**config.mk**
```make
export PLATFORM = sky130hd
export DESIGN_NAME = alu_cc_core
export DESIGN_NICKNAME = d
export VERILOG_FILES = /design/src/rtl/alu_cc_pkg.sv /design/src/rtl/alu_cc_addsub.sv /design/src/rtl/alu_cc_logic.sv /design/src/rtl/alu_cc_core.sv
export SDC_FILE = /design/constraint.sdc
export NUM_CORES = 1
export LEC_CHECK = 0
export BUFFER_PORTS_ARGS = -buffer_cell sky130_fd_sc_hd__buf_2
export CORE_ASPECT_RATIO = 1.5
export CORE_MARGIN = 2
export CORE_UTILIZATION = 41
export DETAILED_ROUTE_END_ITERATION = 8
export PLACE_DENSITY = 0.65
export SLEW_MARGIN = 10
export SYNTH_ARGS = -nofsm -noshare
export SYNTH_HDL_FRONTEND = slang
export SYNTH_SLANG_ARGS = --single-unit
```
**constraint.sdc**
```tcl
create_clock -name vclk -period 9
set_clock_uncertainty 0.2 [all_clocks]
set_input_delay 1.8 -clock vclk [all_inputs]
set_output_delay 1.8 -clock vclk [all_outputs]
set_load 0.02 [all_outputs]
```
**src/rtl/alu_cc_pkg.sv**
```systemverilog
package alu_cc_pkg;

    localparam int unsigned DATA_W = 32;

    typedef enum logic [1:0] {
        FN_ADD = 2'd0,
        FN_SUB = 2'd1,
        FN_AND = 2'd2,
        FN_XOR = 2'd3
    } alu_fn_e;

    typedef struct packed {
        logic ovf;
        logic zero;
        logic carry;
    } alu_flags_t;

endpackage

```
**src/rtl/alu_cc_addsub.sv**
```systemverilog
// Shared adder: computes x + y (+1) where y is the first operand,
// inverted when subtracting, so one carry chain serves both operations.
module alu_cc_addsub #(
    parameter int unsigned W = 32
) (
    input  logic [W-1:0] src_x,
    input  logic [W-1:0] src_y,
    input  logic         do_sub,
    output logic [W-1:0] sum,
    output logic         carry_out,
    output logic         sgn_ovf
);
    localparam int unsigned MSB = W - 1;

    logic [W-1:0] y_eff;
    logic [W:0]   wide_sum;

    always_comb begin
        y_eff     = do_sub ? ~src_y : src_y;
        wide_sum  = {1'b0, src_x} + {1'b0, y_eff} + {{W{1'b0}}, do_sub};
        sum       = wide_sum[W-1:0];
        carry_out = wide_sum[W];
        sgn_ovf   = (src_x[MSB] == y_eff[MSB]) && (wide_sum[MSB] != src_x[MSB]);
    end
endmodule

```
**src/rtl/alu_cc_logic.sv**
```systemverilog
module alu_cc_logic #(
    parameter int unsigned W = 32
) (
    input  logic [W-1:0] src_a,
    input  logic [W-1:0] src_b,
    input  logic         pick_xor,
    output logic [W-1:0] res
);
    genvar i;
    generate
        for (i = 0; i < W; i++) begin : g_bit
            assign res[i] = pick_xor ? (src_a[i] ^ src_b[i]) : (src_a[i] & src_b[i]);
        end
    endgenerate
endmodule

```
**src/rtl/alu_cc_core.sv**
```systemverilog
module alu_cc_core
    import alu_cc_pkg::*;
#(
    parameter int unsigned W = DATA_W
) (
    input  logic [W-1:0] opnd_a,
    input  logic [W-1:0] opnd_b,
    input  logic [1:0]   func,
    output logic [W-1:0] result,
    output logic         ovf,
    output logic         zero,
    output logic         carry
);
    alu_fn_e      fn;
    logic [W-1:0] arith_sum;
    logic         arith_cout;
    logic         arith_ovf;
    logic [W-1:0] logic_res;
    logic [W-1:0] result_d;
    alu_flags_t   flags_d;

    assign fn = alu_fn_e'(func);

    alu_cc_addsub #(.W(W)) u_addsub (
        .src_x     (opnd_b),
        .src_y     (opnd_a),
        .do_sub    (fn == FN_SUB),
        .sum       (arith_sum),
        .carry_out (arith_cout),
        .sgn_ovf   (arith_ovf)
    );

    alu_cc_logic #(.W(W)) u_logic (
        .src_a    (opnd_a),
        .src_b    (opnd_b),
        .pick_xor (fn == FN_XOR),
        .res      (logic_res)
    );

    always_comb begin
        result_d      = logic_res;
        flags_d.ovf   = 1'b0;
        flags_d.carry = 1'b0;
        unique case (fn)
            FN_ADD: begin
                result_d      = arith_sum;
                flags_d.ovf   = arith_ovf;
                flags_d.carry = arith_cout;
            end
            FN_SUB: begin
                result_d      = arith_sum;
                flags_d.ovf   = arith_ovf;
                flags_d.carry = ~arith_cout;
            end
            default: ;
        endcase
        flags_d.zero = ~|result_d;
    end

    assign result = result_d;
    assign ovf    = flags_d.ovf;
    assign zero   = flags_d.zero;
    assign carry  = flags_d.carry;
endmodule

```
==> impl_metrics.tcl <==
set metrics [dict create \
    max-cap-violations 0 \
    grt_max_degree 65 \
    worst_ir_drop_vdd_v 0.0000494 \
    grt_pass1_vias 4050 \
    endpoint_kind "output port" \
    firstDrtPassIters 4 \
    ant_nets 0 \
    power_density_mw_per_mm2 98.9 \
    synth_top_area_share 0.225 \
    cp_cell_sequence "buf_2 -> nand2b_2 -> o21ai_1 -> inv_1 -> fa_1 -> nand2b_1 -> a21oi_1 -> a21oi_1 -> or4b_1 -> a2111o_1 -> nor4_2 -> nand4_1 -> or4_1 -> or4_1 -> nor4_1 -> buf_2" \
    hold_path_class "in -> out" \
    routed_wl_um 12100 \
    cts-resized-gates 0 \
    final_core_util 0.493 \
    worst-path-stages 16 \
    yosysSeqAreaShare 0 \
    startpoint "func[1]" \
    vias_per_cell 6.03 \
    drc 0 \
    avgSynthCellArea_um2 7.21 \
    synth_cell_type_count 65 \
    rsz0062_at_grt "no" \
    core_area_mm2 0.00846 \
    seqCellArea_um2 0 \
    synth.most_common_cell "ha_1" \
    initial_core_util 0.426 \
    rows 41 \
    synth_area_mm2 0.00361 \
    post-cts-setup-buffers 0 \
    ioPinCount 101 \
    grt_pass1_wl_um 19000 \
    yosys-top-cells-area "ha_1, xnor2_1, a21oi_1, nand2_1, mux2i_1" \
    holdBufCountCts 0 \
    layout.nets 715 \
    gp_congestion 0.963 \
    grt_overflow_total 0 \
    cp_slowest_cell "or4b_1" \
    grtUsageTotal 0.246 \
    arrival_ps 6270 \
    slew_headroom 0.487 \
    dr.first_iter.drc_count 132 \
    worstSetupPathType "in -> out" \
    crit_family "simple AND/OR/NAND/NOR gates" \
    critical_path.max_stage_delay_ps 540 \
    cp_num_buf_inv 3 \
    min_period_ps 8270 \
    antenna_found_initial 0 \
    die_area_mm2 0.00959 \
    fmax_mhz 121 \
    critPathLaunchType "input port" \
    hold_start "opnd_b[31]" \
    outcome "finished, final reports clean" \
    worst_pin_slew_ps 764 \
    finalSetupViolations 0 \
    synth.largest_area_cell "ha_1" \
    die_width_um 80.6 \
    die_h_um 119 \
    slew_viol_final 0 \
    io_buffers 101 \
    final.setup.tns_ps 0 \
    p_leak_uw 0.00192 \
    vias 4150 \
    postSynthCellCount 501 \
    n_clock_buffer 0 \
    path_max_fanout 18 \
    finalHoldViolCount 0 \
    num_antenna_cells 0 \
    period_share 0.919 \
    drive_gt1_frac 0.217 \
    area_growth_pct 15.7 \
    hpwl_um 10100 \
    yosysWarningCount 0 \
    required_ps 7000 \
    crit_end "zero" \
    seq_cell_count 0 \
    synth_fp_nets 633 \
    wl_per_cell_um 17.6 \
    synth_top_cells_by_count "ha_1, nand2_1, xnor2_1, a21oi_1, o21ai_0" \
]
[routing by layer]
| metal | GRT usage | part of all wire |
|---|---|---|
| met5 | 0 | 0 |
| met4 | 0.146 | 0.065 |
| met3 | 0.00909 | 0.033 |
| met2 | 0.489 | 0.55 |
| met1 | 0.238 | 0.35 |
[area by class of cell]
| cell class | count | area, um^2 |
|---|---|---|
| repair buffers | 105 | 536 |
| well taps | 107 | 134 |
| inverters | 13 | 48.8 |
| fillers | 896 | 4290 |
| multi-input cells | 463 | 3460 |
[metrics by stage]
| step | power [uW] | setup WS [ps] | instance area [um^2] | std cells | hold WS, ps |
|---|---|---|---|---|---|
| 2_1_floorplan | 288 | 922 | 3610 | 501 | 3590 |
| 3_3_place_gp | 405 | 852 | 4180 | 688 | 3810 |
| 3_5_place_dp | 410 | 724 | 4180 | 688 | 3820 |
| 4_1_cts | 412 | 719 | 4180 | 688 | 3830 |
| 5_1_grt | 453 | 486 | 4180 | 688 | 3840 |
| 6_report | 413 | 732 | 4180 | 688 | 3820 |
[worst min-delay path, cell delays in order]
cell and delay, ps:
buf_2 110, xnor2_1 120, nor3_1 40, buf_2 150
[power breakdown]
| part | leakage, uW | total, uW | switching (uW) | internal, uW |
|---|---|---|---|---|
| logic | 0.00192 | 413 | 256 | 157 |
| registers | 0 | 0 | 0 | 0 |
| clock network | 0 | 0 | 0 | 0 |
| total | 0.00192 | 413 | 256 | 157 |
[cell families (layout without fill, tap and decap cells)]
group                    Yosys count  after routing  synth area share
AND/OR/NAND/NOR                  157            157             0.221
adder cells (fa/ha/maj)           66             66             0.231
XOR/XNOR                          45             45             0.109
buffers and inverters             38            118            0.0430
multiplexers                      30             30            0.0880
AO/OA/AOI/OAI                    165            165             0.308
[worst min-delay path by stage]
| stage | end | slack [ps] | cells past startpoint |
|---|---|---|---|
| 6_report | ovf | 3820 | 4 |
| 5_1_grt | ovf | 3840 | 4 |
| 3_3_place_gp | ovf | 3810 | 4 |
| 2_1_floorplan | ovf | 3590 | 2 |
| 4_1_cts | ovf | 3830 | 4 |
| 3_5_place_dp | ovf | 3820 | 4 |
[layout by cell type, fill, tap and decap left out, types with 7 or more instances in the layout]
cell | synthesis | routed
a211oi_1 | 7 | 7
inv_1 | 13 | 13
nor2b_1 | 8 | 8
or3_1 | 7 | 7
xnor2_1 | 43 | 43
nor2_1 | 28 | 28
nand2_1 | 47 | 47
nor3_1 | 17 | 17
a21oi_1 | 42 | 42
ha_1 | 65 | 65
mux2i_1 | 16 | 16
nand4_1 | 7 | 7
mux2_2 | 13 | 13
nand2b_1 | 12 | 11
a21o_1 | 15 | 15
buf_2 | 3 | 101
o211ai_1 | 16 | 16
o21ai_0 | 30 | 30
No activity file was read; power rests on OpenSTA's default activity.
